$ cat config.mk
export PLATFORM = sky130hd
export DESIGN_NAME = wtu_pulse_ctrl
export DESIGN_NICKNAME = d
export VERILOG_FILES = /design/src/rtl/wtu_pkg.sv /design/src/rtl/wtu_ladder.sv /design/src/rtl/wtu_rng.sv /design/src/rtl/wtu_sequencer.sv /design/src/rtl/wtu_pulse_ctrl.sv
export SDC_FILE = /design/constraint.sdc
export NUM_CORES = 1
export LEC_CHECK = 0
export BUFFER_PORTS_ARGS = -buffer_cell sky130_fd_sc_hd__buf_2
export CAP_MARGIN = 30
export CELL_PAD_IN_SITES_DETAIL_PLACEMENT = 1
export CELL_PAD_IN_SITES_GLOBAL_PLACEMENT = 1
export CORE_MARGIN = 10
export CORE_UTILIZATION = 35
export CTS_BUF_LIST = sky130_fd_sc_hd__clkbuf_8
export DETAILED_ROUTE_END_ITERATION = 6
export HOLD_SLACK_MARGIN = 0.12
export PLACE_DENSITY_LB_ADDON = 0.25
export SETUP_SLACK_MARGIN = 0.1
export SYNTH_ARGS = -nofsm -noshare
export SYNTH_HDL_FRONTEND = slang
export SYNTH_SLANG_ARGS = --single-unit
$ cat constraint.sdc
create_clock -name clk -period 5.55 [get_ports clk]
set_input_delay 0.2775 -clock clk [delete_from_list [all_inputs] [get_ports clk]]
set_output_delay 0.2775 -clock clk [all_outputs]
set_load 0.02 [all_outputs]
$ cat src/rtl/wtu_pkg.sv
package wtu_pkg;

    typedef enum logic [1:0] {
        SCHEME_ANY_NZ  = 2'd0,
        SCHEME_ONE_LIM = 2'd1,
        SCHEME_TWO_LIM = 2'd2,
        SCHEME_TWO_ALT = 2'd3
    } scheme_e;

    typedef enum logic [1:0] {
        SQ_IDLE  = 2'd0,
        SQ_PULSE = 2'd1,
        SQ_GAP   = 2'd2
    } seq_state_e;

    localparam int          RNG_W    = 16;
    localparam logic [15:0] RNG_SEED = 16'hACE1;
    localparam logic [15:0] RNG_TAPS = 16'hB400;

    function automatic logic [15:0] rng_step(input logic [15:0] q);
        return {q[14:0], ^(q & RNG_TAPS)};
    endfunction

endpackage

$ cat src/rtl/wtu_ladder.sv
module wtu_ladder
    import wtu_pkg::*;
#(
    parameter int DW = 16,
    parameter int CW = 8
) (
    input  logic [1:0]    mode_i,
    input  logic [DW-1:0] delta_i,
    input  logic [DW-1:0] thr_lo_i,
    input  logic [DW-1:0] thr_hi_i,
    input  logic [CW-1:0] cnt_lo_i,
    input  logic [CW-1:0] cnt_mid_i,
    input  logic [CW-1:0] cnt_hi_i,
    output logic [CW-1:0] count_o,
    output logic          raise_o
);

    localparam logic [CW-1:0] ONE_PULSE = CW'(1);
    localparam logic [CW-1:0] NO_PULSE  = '0;

    logic [DW-1:0] mag;
    logic          nonzero;
    logic          ge_lo;
    logic          ge_hi;
    scheme_e       scheme;

    always_comb begin
        mag     = delta_i[DW-1] ? (~delta_i + DW'(1)) : delta_i;
        nonzero = |delta_i;
        ge_lo   = (mag >= thr_lo_i);
        ge_hi   = (mag >= thr_hi_i);
        scheme  = scheme_e'(mode_i);
        raise_o = ~delta_i[DW-1];
    end

    always_comb begin
        unique case (scheme)
            SCHEME_ANY_NZ:  count_o = nonzero ? ONE_PULSE : NO_PULSE;
            SCHEME_ONE_LIM: count_o = ge_lo ? ONE_PULSE : NO_PULSE;
            default: begin
                if (ge_hi)      count_o = cnt_hi_i;
                else if (ge_lo) count_o = cnt_mid_i;
                else            count_o = cnt_lo_i;
            end
        endcase
    end

endmodule

$ cat src/rtl/wtu_rng.sv
module wtu_rng
    import wtu_pkg::*;
(
    input  logic clk,
    input  logic rst,
    input  logic step_i,
    output logic bit_o
);

    logic [RNG_W-1:0] q;

    always_ff @(posedge clk) begin
        if (rst)         q <= RNG_SEED;
        else if (step_i) q <= rng_step(q);
    end

    assign bit_o = q[0];

endmodule

$ cat src/rtl/wtu_sequencer.sv
module wtu_sequencer
    import wtu_pkg::*;
#(
    parameter int CW = 8,
    parameter int TW = 8
) (
    input  logic          clk,
    input  logic          rst,
    input  logic          start_i,
    input  logic [CW-1:0] count_i,
    input  logic [TW-1:0] width_i,
    input  logic [TW-1:0] gap_i,
    output logic          pulse_o,
    output logic          busy_o,
    output logic          done_o
);

    localparam logic [TW-1:0] T_ONE = TW'(1);
    localparam logic [CW-1:0] C_ONE = CW'(1);

    seq_state_e    st;
    logic [TW-1:0] tmr;
    logic [CW-1:0] left;
    logic [TW-1:0] wid_q;
    logic [TW-1:0] gap_q;
    logic          done_q;
    logic [TW-1:0] wid_eff;
    logic [TW-1:0] gap_eff;

    always_comb begin
        wid_eff = (width_i == '0) ? T_ONE : width_i;
        gap_eff = (gap_i == '0) ? T_ONE : gap_i;
    end

    always_ff @(posedge clk) begin
        if (rst) begin
            st     <= SQ_IDLE;
            tmr    <= '0;
            left   <= '0;
            wid_q  <= T_ONE;
            gap_q  <= T_ONE;
            done_q <= 1'b0;
        end else begin
            done_q <= 1'b0;
            unique case (st)
                SQ_IDLE: begin
                    if (start_i) begin
                        if (count_i == '0) begin
                            done_q <= 1'b1;
                        end else begin
                            st    <= SQ_PULSE;
                            tmr   <= wid_eff - T_ONE;
                            left  <= count_i;
                            wid_q <= wid_eff;
                            gap_q <= gap_eff;
                        end
                    end
                end
                SQ_PULSE: begin
                    if (tmr == '0) begin
                        if (left == C_ONE) begin
                            st     <= SQ_IDLE;
                            left   <= '0;
                            done_q <= 1'b1;
                        end else begin
                            st   <= SQ_GAP;
                            tmr  <= gap_q - T_ONE;
                            left <= left - C_ONE;
                        end
                    end else begin
                        tmr <= tmr - T_ONE;
                    end
                end
                SQ_GAP: begin
                    if (tmr == '0) begin
                        st  <= SQ_PULSE;
                        tmr <= wid_q - T_ONE;
                    end else begin
                        tmr <= tmr - T_ONE;
                    end
                end
                default: st <= SQ_IDLE;
            endcase
        end
    end

    assign pulse_o = (st == SQ_PULSE);
    assign busy_o  = (st != SQ_IDLE);
    assign done_o  = done_q;

endmodule

$ cat src/rtl/wtu_pulse_ctrl.sv
module wtu_pulse_ctrl
    import wtu_pkg::*;
#(
    parameter int DW    = 16,
    parameter int CW    = 8,
    parameter int TW    = 8,
    parameter int ROW_W = 7,
    parameter int COL_W = 3
) (
    input  logic             clk,
    input  logic             rst,
    input  logic             upd_valid_i,
    output logic             upd_ready_o,
    input  logic [DW-1:0]    upd_delta_i,
    input  logic [ROW_W-1:0] upd_row_i,
    input  logic [COL_W-1:0] upd_col_i,
    input  logic [1:0]       cfg_mode_i,
    input  logic [DW-1:0]    cfg_thr_lo_i,
    input  logic [DW-1:0]    cfg_thr_hi_i,
    input  logic [CW-1:0]    cfg_cnt_lo_i,
    input  logic [CW-1:0]    cfg_cnt_mid_i,
    input  logic [CW-1:0]    cfg_cnt_hi_i,
    input  logic [TW-1:0]    cfg_width_i,
    input  logic [TW-1:0]    cfg_gap_i,
    output logic             pulse_set_o,
    output logic             pulse_reset_o,
    output logic             pulse_neg_cell_o,
    output logic [ROW_W-1:0] pulse_row_o,
    output logic [COL_W-1:0] pulse_col_o,
    output logic             busy_o,
    output logic             done_o
);

    typedef struct packed {
        logic [ROW_W-1:0] row;
        logic [COL_W-1:0] col;
        logic             neg_cell;
        logic             raise;
    } target_t;

    logic          accept;
    logic [CW-1:0] n_pulses;
    logic          raise;
    logic          rng_bit;
    logic          seq_pulse;
    logic          seq_busy;
    logic          seq_done;
    target_t       tgt_q;

    assign accept = upd_valid_i & ~seq_busy;

    wtu_ladder #(.DW(DW), .CW(CW)) u_ladder (
        .mode_i    (cfg_mode_i),
        .delta_i   (upd_delta_i),
        .thr_lo_i  (cfg_thr_lo_i),
        .thr_hi_i  (cfg_thr_hi_i),
        .cnt_lo_i  (cfg_cnt_lo_i),
        .cnt_mid_i (cfg_cnt_mid_i),
        .cnt_hi_i  (cfg_cnt_hi_i),
        .count_o   (n_pulses),
        .raise_o   (raise)
    );

    wtu_rng u_rng (
        .clk    (clk),
        .rst    (rst),
        .step_i (accept),
        .bit_o  (rng_bit)
    );

    wtu_sequencer #(.CW(CW), .TW(TW)) u_seq (
        .clk     (clk),
        .rst     (rst),
        .start_i (accept),
        .count_i (n_pulses),
        .width_i (cfg_width_i),
        .gap_i   (cfg_gap_i),
        .pulse_o (seq_pulse),
        .busy_o  (seq_busy),
        .done_o  (seq_done)
    );

    always_ff @(posedge clk) begin
        if (rst) begin
            tgt_q <= '0;
        end else if (accept) begin
            tgt_q.row      <= upd_row_i;
            tgt_q.col      <= upd_col_i;
            tgt_q.neg_cell <= rng_bit;
            tgt_q.raise    <= raise;
        end
    end

    assign upd_ready_o      = ~seq_busy;
    assign pulse_set_o      = seq_pulse & tgt_q.raise;
    assign pulse_reset_o    = seq_pulse & ~tgt_q.raise;
    assign pulse_neg_cell_o = tgt_q.neg_cell;
    assign pulse_row_o      = tgt_q.row;
    assign pulse_col_o      = tgt_q.col;
    assign busy_o           = seq_busy;
    assign done_o           = seq_done;

endmodule

After elaboration in Yosys (flattened, before gate mapping)
Index checks and enable logic that the tools add are counted.
{"block": "classes", "reduce_logical": 15, "addsub": 6, "eq_ne": 9, "muxes": 30, "n_bitwise": 8, "magnitude_cmp": 2}
{"op": "$mux 8", "count": 13}
{"op": "$sub 8x1->8 const B", "count": 5}
{"op": "$ge 16x16->1", "count": 2}
{"op": "$logic_not 8->1", "count": 4}
{"op": "$pmux 8 s2", "count": 2}
{"op": "$pmux 8 s3", "count": 1}
{"op": "$add 16x1->16 const B", "count": 1}
{"op": "$mux 16", "count": 1}
{"op": "$not 16->16", "count": 1}
{"op": "$reduce_or 16->1", "count": 1}
{"op": "$reduce_xor 16->1", "count": 1}
{"op": "$reduce_and 4->1", "count": 3}
{"op": "$mux 2", "count": 5}
{"op": "$eq 8x1->1 const B", "count": 1}
{"op": "$mux 1", "count": 6}
{"op": "$pmux 2 s3", "count": 1}
{"op": "$eq 2x1->1 const B", "count": 2}
{"op": "$logic_not 2->1", "count": 2}
{"op": "$ne 2x1->1 const B", "count": 2}
{"op": "$ne 2x2->1 const B", "count": 2}
{"op": "$not 1->1", "count": 4}
{"op": "$reduce_bool 2->1", "count": 2}
{"op": "$and 1x1->1", "count": 3}
{"op": "$ne 3x3->1 const B", "count": 1}
{"op": "4 further kinds", "count": 4}
{"block": "word_totals", "inputBits": 103, "register_bits": 63}

Depth between registers and ports, before layout
Gate-level depths: netlist of run 1.
{"block": "logic_depth", "ltp_word": 11, "mapped_depth": 18, "mapped_depth_nobuf": 15}

Modules after synthesis
Synthesis of run 1 repeated with hierarchy kept, for this count alone.
{"block": "unflattened", "hier_cells": 612, "hier_area_um2": 5057.4}
{"module": "wtu_sequencer", "cells_each": 310, "area_per_inst_um2": 2473.6, "seq_area_each_um2": 700.7, "n_inst": 1}
{"module": "wtu_ladder", "cells_each": 180, "area_per_inst_um2": 1277.5, "seq_area_each_um2": 0.0, "n_inst": 1}
{"module": "wtu_pulse_ctrl", "cells_each": 67, "area_per_inst_um2": 686.9, "seq_area_each_um2": 240.2, "n_inst": 1}
{"module": "wtu_rng", "cells_each": 55, "area_per_inst_um2": 619.3, "seq_area_each_um2": 320.3, "n_inst": 1}

Least setup slack after synthesis of run 1
OpenSTA, ideal clock, no wires.
{"block": "synth_path", "path_kind": "in2reg", "startpoint": "input upd_delta_i[3]", "endpoint": "register u_seq.gap_q[2]", "n_path_buf": 3, "path_slack_ps": 1616, "cell_stages": 17, "setup_ps": 128, "t_arrival_ps": 3806, "path_cell_list": "or3_1 nor4_2 nand3_1 o41ai_1 xnor2_1 ha_1 nand4_1 a311oi_1 a21o_1 buf_6 mux2_4 o311ai_4 a21o_1 buf_6 buf_12 mux2i_1 nor2_1"}
{"block": "synth_via", "elab_chain_cells": 10, "word_cells_on_any_way": 14}
{"item": "start, declared", "line": "wtu_pulse_ctrl.sv:14", "rtl": "input logic [DW-1:0] upd_delta_i,"}
{"item": "$not 16->16", "line": "wtu_ladder.sv:28", "rtl": "mag = delta_i[DW-1] ? (~delta_i + DW'(1)) : delta_i;"}
{"item": "$add 16x1->16", "line": "wtu_ladder.sv:28"}
{"item": "$mux 16", "line": "wtu_ladder.sv:28"}
{"item": "$ge 16x16->1", "line": "wtu_ladder.sv:30", "rtl": "ge_lo = (mag >= thr_lo_i);"}
{"item": "$mux 8", "line": "wtu_ladder.sv:42", "rtl": "else if (ge_lo) count_o = cnt_mid_i;"}
{"item": "$mux 8", "line": "wtu_ladder.sv:41", "rtl": "if (ge_hi) count_o = cnt_hi_i;"}
{"item": "$pmux 8 s2 (*)", "line": "wtu_ladder.sv:37", "rtl": "unique case (scheme)"}
{"item": "$logic_not 8->1 (*)", "line": "wtu_sequencer.sv:48", "rtl": "if (count_i == '0) begin"}
{"item": "$not 1->1 (no source line) (*)"}
{"item": "$reduce_and 3->1 (no source line) (*)"}
{"item": "end signal, assigned", "line": "wtu_sequencer.sv:55", "rtl": "gap_q <= gap_eff;"}
{"item": "end, declared", "line": "wtu_sequencer.sv:25", "rtl": "logic [TW-1:0] gap_q;"}
Every way passes the cells marked *; elsewhere a longest branch is shown, timed or not.
A chain may end at the register's enable or synchronous reset.

Final worst setup path of run 1
{"block": "layout_path", "startpoint": "input upd_delta_i[3]", "endpoint": "register u_seq.gap_q[0]"}
The elaborated chain is that of the path after synthesis.

==> results of run 1 <==
## power by group through the flow
| stage | clock (uW) | sequential [uW] | combinational [uW] |
|---|---|---|---|
| detailed placement | 0 | 671 | 1180 |
| CTS | 375 | 662 | 1190 |
| global placement | 0 | 662 | 1140 |
| floorplan | 0 | 644 | 922 |
| global route | 393 | 680 | 1360 |
| finish | 362 | 661 | 1200 |
## registers in the layout, indices dropped and copies added, names as in the netlist
register / count
pulse_col_o: 3
pulse_row_o: 7
tgt_q: 1
u_rng.q: 16
u_seq.done_o: 1
u_seq.gap_q: 8
u_seq.left: 8
u_seq.st: 2
u_seq.tmr: 8
u_seq.wid_q: 8
## worst min path at each step
stage	cells past startpoint	slack [ns]	from	endpoint
after floorplan	2	0.41	upd_col_i[0]	pulse_col_o[0]$_SDFFE_PP0P_
after global placement	2	0.44	u_rng.q[7]$_SDFFE_PP1P_	u_rng.q[8]$_SDFFE_PP0P_
after detailed placement	2	0.45	u_rng.q[2]$_SDFFE_PP0P_	u_rng.q[3]$_SDFFE_PP0P_
after CTS	3	0.15	upd_row_i[5]	pulse_row_o[5]$_SDFFE_PP0P_
after global routing	3	0.16	upd_row_i[6]	pulse_row_o[6]$_SDFFE_PP0P_
final	3	0.16	upd_row_i[3]	pulse_row_o[3]$_SDFFE_PP0P_
## kinds of logic (layout without fill, tap and decap cells)
family	Yosys count	count (layout)	synth area share
AO/OA/AOI/OAI	139	139	0.198
buffers and inverters	90	192	0.0857
multiplexers	31	31	0.0664
XOR/XNOR	37	37	0.0677
flip-flops	62	62	0.259
AND/OR/NAND/NOR	221	221	0.208
adder cells (fa/ha/maj)	44	44	0.115
## area by class of cell
cell class | instances | area [um2] | area share
inverter | 54 | 203 | 0.0361
clock inverter | 6 | 37.5 | 0.00668
tap | 176 | 220 | 0.0392
timing repair buffer | 122 | 641 | 0.114
sequential | 62 | 1240 | 0.221
multi-input combinational | 472 | 3140 | 0.558
clock buffer | 10 | 138 | 0.0245
## cell usage in the layout, fill, tap and decap left out, drive strengths merged, types with 6 or more instances in the layout
master	n
nand2	80
xor2	13
mux2i	28
xnor2	24
buf	122
o31ai	9
nor4	7
o21ai	26
nor3	16
ha	44
o211ai	9
nand2b	6
nand3	16
dfxtp	62
a31oi	8
a211oi	7
a21oi	41
nor2	72
clkbuf	10
inv	56
## worst max-delay path: stages
cell and delay [ns]:
buf_2 0.12, or3_1 0.41, nor4_2 0.31, nand3_1 0.17, o41ai_1 0.34, xnor2_1 0.16, ha_1 0.31, nand4_1 0.14
nor3_1 0.29, o21ai_0 0.20, o311ai_2 0.29, buf_4 0.26, a211oi_1 0.09, o31a_1 0.42, a21o_1 0.20, buf_4 0.22
a2111oi_0 0.38, a31oi_1 0.07
## layer usage
layer | vias up | global-route usage
met1 | 2213 | 0.199
li1 | 2364 | -
met2 | 99 | 0.257
met5 | - | 0
met4 | 0 | 0.0363
met3 | 14 | 0.0389
## metrics by stage
stage / util / total power [uW] / hold WS (ns)
global placement: 0.407 / 1800 / 0.438
detailed placement: 0.407 / 1850 / 0.451
global route: 0.422 / 2430 / 0.159
CTS: 0.420 / 2230 / 0.150
floorplan: - / 1570 / 0.413
finish: 0.422 / 2220 / 0.160
==> out/qor.tcl, run 1 <==
set qor(post_drt_wl_per_cell_um) 16.5
set qor(synth_largest_area_cell) {dfxtp_1}
set qor(met3_wirelength_um) 890
set qor(global_route.overflow_total) 0
set qor(coreArea_mm2) 0.0133
set qor(yosysUniqueCellTypes) 58
set qor(insertedDiodeCount) 0
set qor(clockRootBuffer) {clkbuf_8}
set qor(post_synth_instance_area_mm2) 0.00479
set qor(worstSetupStartpointType) {primary input}
set qor(synth_flop_cell) {dfxtp_1}
set qor(largest_net_degree_at_the_start_of_global_routing) 57
set qor(finClkSkew_ns) 0.0113
set qor(rrSetupSlack_ns) 2.53
set qor(groute.usage.overall) 0.156
set qor(drt.antenna.violating_nets) 0
set qor(criticalPathCategory) {primary input to register}
set qor(clkTransAtPathRegs_ns) 0.08
set qor(synth-warning-count) 0
set qor(ys_async_sr_fraction) 0
set qor(p_sw_uw) 1020
set qor(starting_density) 0.360
set qor(htree_levels) 3
set qor(outcome) {finished, final reports clean}
set qor(via_count) 4690
set qor(ys_top_cells_by_count) {nand2_1, nor2_1, dfxtp_1}
set qor(placement.cell_area_mm2) 0.00541
set qor(drive_above_1_share) 0.207
set qor(boundaryPins) 119
set qor(synth_edf_count) 0
set qor(layout_min_cycle_time_ns) 4.45
set qor(worst_ir_drop_vdd_mv) 0.183
set qor(fmaxAchievable_ghz) 0.225
set qor(timing.max_slew.rel_slack) 0.375
set qor(power.share.combinational) 0.539
set qor(clockBufferDepth) 2
set qor(met2_length_um) 6670
set qor(share_seq_of_total_power) 0.298
set qor(port_buffers) 118
set qor(place.detailed.hpwl_um) 12100
set qor(cts_setup_buffers) 0
set qor(timing.critical_path.fanout_max) 18
set qor(dpl.cell_count) 885
set qor(critical_path.reg2reg.startpoint) {u_seq.tmr[2]$_SDFFE_PP0P_}
set qor(finish.net_count) 868
set qor(first_pass_iters) 4
set qor(finalNonFillerCells) 902
set qor(total_internal_power_uw) 1200
set qor(cellLeakagePower_uw) 0.00265
set qor(timing.final.hold_violations) 0
set qor(pins_over_slew_limit) 0
set qor(synth_top_area_frac) 0.259
set qor(totalNegativeSetupSlack_ns) 0
set qor(postCtsHoldBufs) 0
set qor(synth.avg_cell_area_um2) 7.67
set qor(globalplace.congestion) 0.917
set qor(power.switching_fraction) 0.458
set qor(setup_slack_ns) 1.10
set qor(wire_length_of_the_first_global_routing_pass_um) 24200
set qor(synth_seq_cells) 62
set qor(number_of_cells_on_the_worst_reg_to_reg_path) 8
set qor(routed_wl_um) 14900
set qor(finalCritPeriodShare) 0.803
set qor(filler_cell_count_in_the_final_layout) 1695
set qor(number_of_cells_produced_by_synthesis) 624
set qor(share_clk_of_total_power) 0.163
set qor(design_area_mm2) 0.00562
set qor(drt-vias-per-instance) 5.20
set qor(cap_violations) 0
set qor(cts_tree) {built}
set qor(highest-signal-layer) {met4}
set qor(postSynthNetCount) 771
set qor(die_x_um) 137
set qor(hp-class) {primary input to register}
set qor(drt_drc_violations_left) 0
set qor(drt-met1-wl_um) 7130
set qor(power_per_cell_area_mw_per_mm2) 395
set qor(dpl_worst_slack_ns) 0.759
set qor(drt_first_iter_violations) 266
set qor(crit_arrival_ns) 4.67
set qor(clock_latency_ns) 0.35
set qor(timing.critical_path.from) {upd_delta_i[3]}
set qor(area_delta_synth_final_pct) 17.3
set qor(worst_slew_pin_slew_ns) 0.936
set qor(cts_num_sinks) 62
set qor(die_area_mm2) 0.0188
set qor(post-synth-top-count-cell) {nand2_1}
set qor(number_of_antenna_violations_at_the_first_check_in_global_routing) 0
set qor(critical_path.reg2reg.endpoint) {u_seq.left[3]$_SDFFE_PP0P_}
set qor(setup_viol_count_final) 0
set qor(yosys-top-cells-area) {dfxtp_1, ha_1, nand2_1, mux2i_1, nor2_1}
set qor(grt_pass1_vias) 4908
set qor(timing.critical_path.required_ns) 5.76
set qor(grt_setup_unrepaired) {no}
set qor(site_row_count) 42
set qor(die_height_um) 137
set qor(yosysSeqAreaShare) 0.259
set qor(cts-buffers-inserted) 9
set qor(setup.worst_path.end_class) {register}
set qor(worst_setup_path_endpoint) {u_seq.gap_q[0]$_SDFFE_PP1P_}
set qor(post_cts.resized_instances) 0
No activity file was read; power rests on OpenSTA's default activity.
==> run 2, diff against run 1 <==
clock period = 4.4 ns   (was 5.55 ns; I/O delays follow)
==> run 2 against run 1 <==
  * Register-to-register slack worse by 1.0 ns
  * Sequential share of layout area down 0.59 points
  * Sequential power up 26%
  * Combinational power up 30%
  * Non-clock buffer count up 14
  * Count of clock-buffer cells in the layout down 1
  * Critical path depth down 1
  * Cell area up 2.8%
  * Largest cell class unchanged
  * Largest power group unchanged
==> out/qor.tcl, run 2 (synthesis gave the netlist of run 1 again) <==
set qor(clockBufferDepth) 2
set qor(number_of_antenna_violations_at_the_first_check_in_global_routing) 0
set qor(cts_tree) {built}
set qor(first_pass_iters) 4
set qor(routed_wl_um) 15300
set qor(total_internal_power_uw) 1530
set qor(die_area_mm2) 0.0188
set qor(drt_first_iter_violations) 207
set qor(most_frequent_standard_cell_in_the_layout_excluding_fill_and_tap_cells) {buf_2}
set qor(drt.antenna.violating_nets) 0
set qor(starting_density) 0.360
set qor(share_seq_of_total_power) 0.295
set qor(timing.final.hold_violations) 0
set qor(grt_setup_unrepaired) {no}
set qor(layout.cells.most_common_list) {buf_2, nand2_1, nor2_1}
set qor(totalNegativeSetupSlack_ns) 0
set qor(power_per_cell_area_mw_per_mm2) 490
set qor(top_register) {u_rng.q}
set qor(finish.net_count) 883
set qor(p_sw_uw) 1300
set qor(timing.max_slew.rel_slack) 0.347
set qor(place.detailed.hpwl_um) 12200
set qor(boundaryPins) 119
set qor(worst_slew_pin_slew_ns) 0.977
set qor(global_route.overflow_total) 0
set qor(share_clk_of_total_power) 0.153
set qor(insertedDiodeCount) 0
set qor(clock_latency_ns) 0.35
set qor(site_row_count) 42
set qor(die_height_um) 137
set qor(largest_net_degree_at_the_start_of_global_routing) 57
set qor(filler_cell_count_in_the_final_layout) 1683
set qor(htree_levels) 3
set qor(cellLeakagePower_uw) 0.00272
set qor(finalCritPeriodShare) 0.913
set qor(finClkSkew_ns) 0.00970
set qor(post_drt_wl_per_cell_um) 16.7
set qor(layout_min_cycle_time_ns) 4.02
set qor(cts-buffers-inserted) 9
set qor(port_buffers) 118
set qor(largest_reg_flops) 16
set qor(groute.usage.overall) 0.159
set qor(grt_pass1_vias) 5124
set qor(crit_arrival_ns) 4.23
set qor(setup_viol_count_final) 0
set qor(fmaxAchievable_ghz) 0.249
set qor(hp-class) {primary input to register}
set qor(fin_util) 0.434
set qor(drt_drc_violations_left) 0
set qor(worst_ir_drop_vdd_mv) 0.215
set qor(cap_violations) 0
set qor(clockRootBuffer) {clkbuf_8}
set qor(setup.worst_path.end_class) {register}
set qor(die_x_um) 137
set qor(timing.critical_path.fanout_max) 5
set qor(power.switching_fraction) 0.460
set qor(cts_num_sinks) 62
set qor(globalplace.congestion) 0.900
set qor(pins_over_slew_limit) 0
set qor(timing.critical_path.required_ns) 4.61
set qor(clkTransAtPathRegs_ns) 0.07
set qor(criticalPathCategory) {primary input to register}
set qor(via_count) 4794
set qor(power.share.combinational) 0.552
set qor(drive_above_1_share) 0.209
set qor(outcome) {finished, final reports clean}
set qor(worstSetupStartpointType) {primary input}
set qor(coreArea_mm2) 0.0133
set qor(drt-vias-per-instance) 5.23
set qor(wire_length_of_the_first_global_routing_pass_um) 25000
set qor(area_delta_synth_final_pct) 20.5
run 2: changes by cell type in the layout (fill, tap and decap cells not counted):
cell           previous run  this run
clkinv_4                  0         1
dlygate4sd3_1             0        10
nor4_4                    0         1
clkbuf_8                 10         9
nor4_2                    1         0
buf_12                    0         1
inv_6                     1         0
clkinv_2                  2         3
a31oi_2                   0         1
buf_4                     3         6
run 2: critical path: stages:
cell	delay [ns]
buf_2	0.12
or3_1	0.45
nor4_4	0.23
nand3_1	0.15
o41ai_1	0.34
xnor2_1	0.16
ha_1	0.32
nand4_1	0.10
nor3_1	0.33
o21ai_0	0.22
o311ai_2	0.30
a211oi_1	0.12
o31a_1	0.31
buf_4	0.17
a31oi_2	0.40
mux2i_1	0.23
nor2_1	0.05
run 2: per-layer routing:
layer / track usage / vias up / share of wire
li1: - / 2404 / -
met1: 0.201 / 2291 / 0.46
met2: 0.272 / 87 / 0.48
met3: 0.0326 / 12 / 0.055
met4: 0.0340 / 0 / 0.0064
met5: 0 / - / 0
run 2: cell type report:
cell class | count | area (um2) | share of cell area
Multi-Input combinational cell | 473 | 3160 | 0.547
Sequential cell | 62 | 1240 | 0.215
Timing Repair Buffer | 136 | 783 | 0.136
Tap cell | 176 | 220 | 0.0382
Clock inverter | 7 | 42.5 | 0.00737
Inverter | 54 | 203 | 0.0351
Clock buffer | 9 | 124 | 0.0215
run 2: power groups by stage:
stage,sequential [uW],combinational (uW),clock [uW]
4_1_cts,835,1530,447
2_1_floorplan,812,1160,0
6_report,835,1560,432
5_1_grt,858,1750,474
3_5_place_dp,845,1510,0
3_3_place_gp,835,1470,0
run 2: final timing paths:
kind         cells after the start                         from  slack [ns]                           to
max                             17               upd_delta_i[3]        0.38    u_seq.tmr[1]$_SDFFE_PP0P_
max reg2reg                      9    u_seq.tmr[2]$_SDFFE_PP0P_        1.48   u_seq.left[5]$_SDFFE_PP0P_
min reg2reg                      2  pulse_row_o[5]$_SDFFE_PP0P_        0.45  pulse_row_o[5]$_SDFFE_PP0P_
min                              3                 cfg_gap_i[2]        0.13  u_seq.gap_q[2]$_SDFFE_PP0P_
run 2: through the flow:
stage	power (uW)	setup WS (ns)	area (um2)	instances	hold slack [ns]
after global routing	3080	0.101	5770	917	0.152
after global placement	2300	0.198	5460	889	0.439
after CTS	2810	0.353	5720	915	0.124
after detailed placement	2360	0.00951	5460	889	0.443
final	2830	0.382	5770	917	0.127
after floorplan	1970	0.524	4790	624	0.356
run 2: timing repair:
| action | CTS | global route |
|---|---|---|
| hold endpoints to repair | 10 | 0 |
| setup buffers | 0 | 0 |
| gates resized for setup | 0 | 1 |
| endpoints found under the setup margin | 0 | 20 |
| hold buffers | 10 | 0 |
==> run 3, diff against run 2 <==
CELL_PAD_IN_SITES_DETAIL_PLACEMENT = 0   (was 1)
CORE_MARGIN = default   (was 10)
==> run 3 against run 2 <==
  * Sequential power decreased by 0.8%
  * Largest cell class unchanged
  * Die area down 25%
  * Critical path depth down 1
  * Global-route usage is 2.6 points higher
  * Cell count up 0.22%
  * Combinational power is essentially flat
  * Register-to-register slack about the same
  * Clock skew decreased by 0.0044 ns
==> out/qor.tcl, run 3 (synthesis gave the netlist of run 1 again) <==
set qor(most_frequent_standard_cell_in_the_layout_excluding_fill_and_tap_cells) {buf_2}
set qor(drt-vias-per-instance) 5.10
set qor(global_route.overflow_total) 0
set qor(number_of_antenna_violations_at_the_first_check_in_global_routing) 0
set qor(cts_setup_buffers) 0
set qor(clock_latency_ns) 0.34
set qor(port_buffers) 118
set qor(finish.net_count) 885
set qor(post-layout-total-power_uw) 2880
set qor(drive_above_1_share) 0.209
set qor(number_of_cells_on_the_worst_reg_to_reg_path) 9
set qor(wire_length_of_the_first_global_routing_pass_um) 21500
set qor(post_drt_wl_per_cell_um) 14.2
set qor(routed_wl_um) 13000
set qor(criticalPathCategory) {primary input to register}
set qor(cts-buffers-inserted) 9
set qor(worst_hold_path.endpoint) {u_seq.wid_q[7]$_SDFFE_PP0P_}
set qor(top_register) {u_rng.q}
set qor(timing.critical_path.required_ns) 4.60
set qor(whs_path_depth) 3
set qor(hold_start) {cfg_width_i[7]}
set qor(power_per_cell_area_mw_per_mm2) 495
set qor(crit_arrival_ns) 4.15
set qor(critical_path.reg2reg.startpoint) {u_seq.tmr[2]$_SDFFE_PP0P_}
set qor(grt_pass1_vias) 4489
set qor(finClkSkew_ns) 0.00529
set qor(outcome) {finished, final reports clean}
set qor(setup_slack_ns) 0.453
set qor(worst_slew_pin_slew_ns) 0.997
set qor(drt.antenna.violating_nets) 0
set qor(site_row_count) 42
set qor(finalCritPeriodShare) 0.897
set qor(fin_util) 0.438
set qor(starting_density) 0.360
set qor(first_pass_iters) 5
set qor(clockRootBuffer) {clkbuf_8}
set qor(die_area_mm2) 0.0141
set qor(largest_net_degree_at_the_start_of_global_routing) 57
set qor(largest_reg_flops) 16
set qor(cap_violations) 0
set qor(critical_path.reg2reg.endpoint) {u_seq.left[5]$_SDFFE_PP0P_}
set qor(via_count) 4690
set qor(worstSetupStartpointType) {primary input}
set qor(rrSetupSlack_ns) 1.48
set qor(drt_drc_violations_left) 0
set qor(worst_ir_drop_vdd_mv) 0.190
set qor(layout.cells.most_common_list) {buf_2, nand2_1, nor2_1}
set qor(dpl_worst_slack_ns) 0.0801
set qor(htree_levels) 3
set qor(cts_num_sinks) 62
set qor(crit_path_max_incr_delay_ns) 0.41
set qor(pins_over_slew_limit) 0
set qor(boundaryPins) 119
set qor(die_x_um) 119
set qor(path_cells) {buf_2, or3_1, nor4_2, nand3_1, o41ai_1, xnor2_1, ha_1, nand4_1, a311oi_1, a21o_1, mux2i_1, o311ai_4, a21o_1, buf_12, a2111oi_0, a31oi_1}
set qor(post_cts.resized_instances) 0
set qor(cellLeakagePower_uw) 0.00273
set qor(layout_min_cycle_time_ns) 3.95
set qor(timing.critical_path.slowest_stage_cell) {or3_1}
set qor(die_height_um) 119
set qor(timing.max_slew.rel_slack) 0.335
set qor(clockBufferDepth) 2
set qor(place.detailed.hpwl_um) 9960
set qor(timing.critical_path.fanout_max) 18
set qor(area_delta_synth_final_pct) 21.5
set qor(insertedDiodeCount) 0
set qor(fmaxAchievable_ghz) 0.253
set qor(clkTransAtPathRegs_ns) 0.07
set qor(totalNegativeSetupSlack_ns) 0
set qor(globalplace.congestion) 0.867
set qor(drt_first_iter_violations) 251
set qor(coreArea_mm2) 0.0133
set qor(filler_cell_count_in_the_final_layout) 1397
set qor(timing.critical_path.from) {upd_delta_i[3]}
set qor(cts_tree) {built}
set qor(setup_viol_count_final) 0
set qor(groute.usage.overall) 0.186
set qor(hp-class) {primary input to register}
set qor(timing.final.hold_violations) 0
set qor(most_common_cell_on_crit_path) {a21o_1}
set qor(setup.worst_path.end_class) {register}
set qor(grt_setup_unrepaired) {no}
## run 3: changes by cell type in the layout (fill, tap and decap cells not counted)
cell and delta:
clkinv_2 -3, dlygate4sd3_1 +3, buf_12 +1, nor4_4 -1, nor4_2 +1, buf_16 -1
bufinv_16 +1, clkinvlp_4 +1, inv_6 +1, clkbuf_8 +1, buf_4 -1, inv_1 -1
## run 3: worst max-delay path by stage
stage               depth (start not counted)  slack (ns)                          end
floorplan                                  17        0.52  u_seq.gap_q[2]$_SDFFE_PP0P_
global placement                           16        0.24    u_seq.tmr[3]$_SDFFE_PP0P_
detailed placement                         16        0.08    u_seq.tmr[4]$_SDFFE_PP0P_
CTS                                        16        0.44    u_seq.tmr[4]$_SDFFE_PP0P_
global route                               18        0.12  u_seq.gap_q[2]$_SDFFE_PP0P_
finish                                     16        0.45  u_seq.gap_q[0]$_SDFFE_PP1P_
## run 3: cell type report
type	count	area, um2	share of cell area
Clock buffer	10	138	0.0237
Clock inverter	6	70.1	0.0120
Inverter	54	203	0.0348
Multi-Input combinational cell	473	3150	0.541
Sequential cell	62	1240	0.213
Tap cell	176	220	0.0378
Timing Repair Buffer	138	798	0.137
## run 3: routing by layer
layer | vias up | GRT usage | share of wire
li1 | 2403 | - | -
met1 | 2148 | 0.257 | 0.50
met2 | 129 | 0.293 | 0.44
met3 | 10 | 0.0345 | 0.055
met4 | 0 | 0.0506 | 0.0097
met5 | - | 0 | 0
## run 3: repair_timing
action                     in CTS  in global routing
hold endpoints to repair       13                  0
hold buffers                   13                  0
setup endpoints to repair       0                  5
## run 3: through the flow
step	hold WS (ns)	cell area, um2	std cells
after global placement	0.440	5470	889
after CTS	0.124	5810	918
final	0.137	5820	919
after detailed placement	0.447	5470	889
after floorplan	0.356	4790	624
after global routing	0.158	5820	919
## run 3: critical path: cells and delay by family
family / cells / cell delay, ns
AOI/OAI and AO/OA: 7 / 1.78
xor gates and xnor gates: 1 / 0.16
adders and majority gates: 1 / 0.31
buffers and inverters: 2 / 0.29
muxes: 1 / 0.40
and+or+nand+nor: 4 / 0.97
## run 3: where the power goes
part           switching [uW]  internal, uW
Combinational             903           623
Sequential                121           706
Clock                     246           280
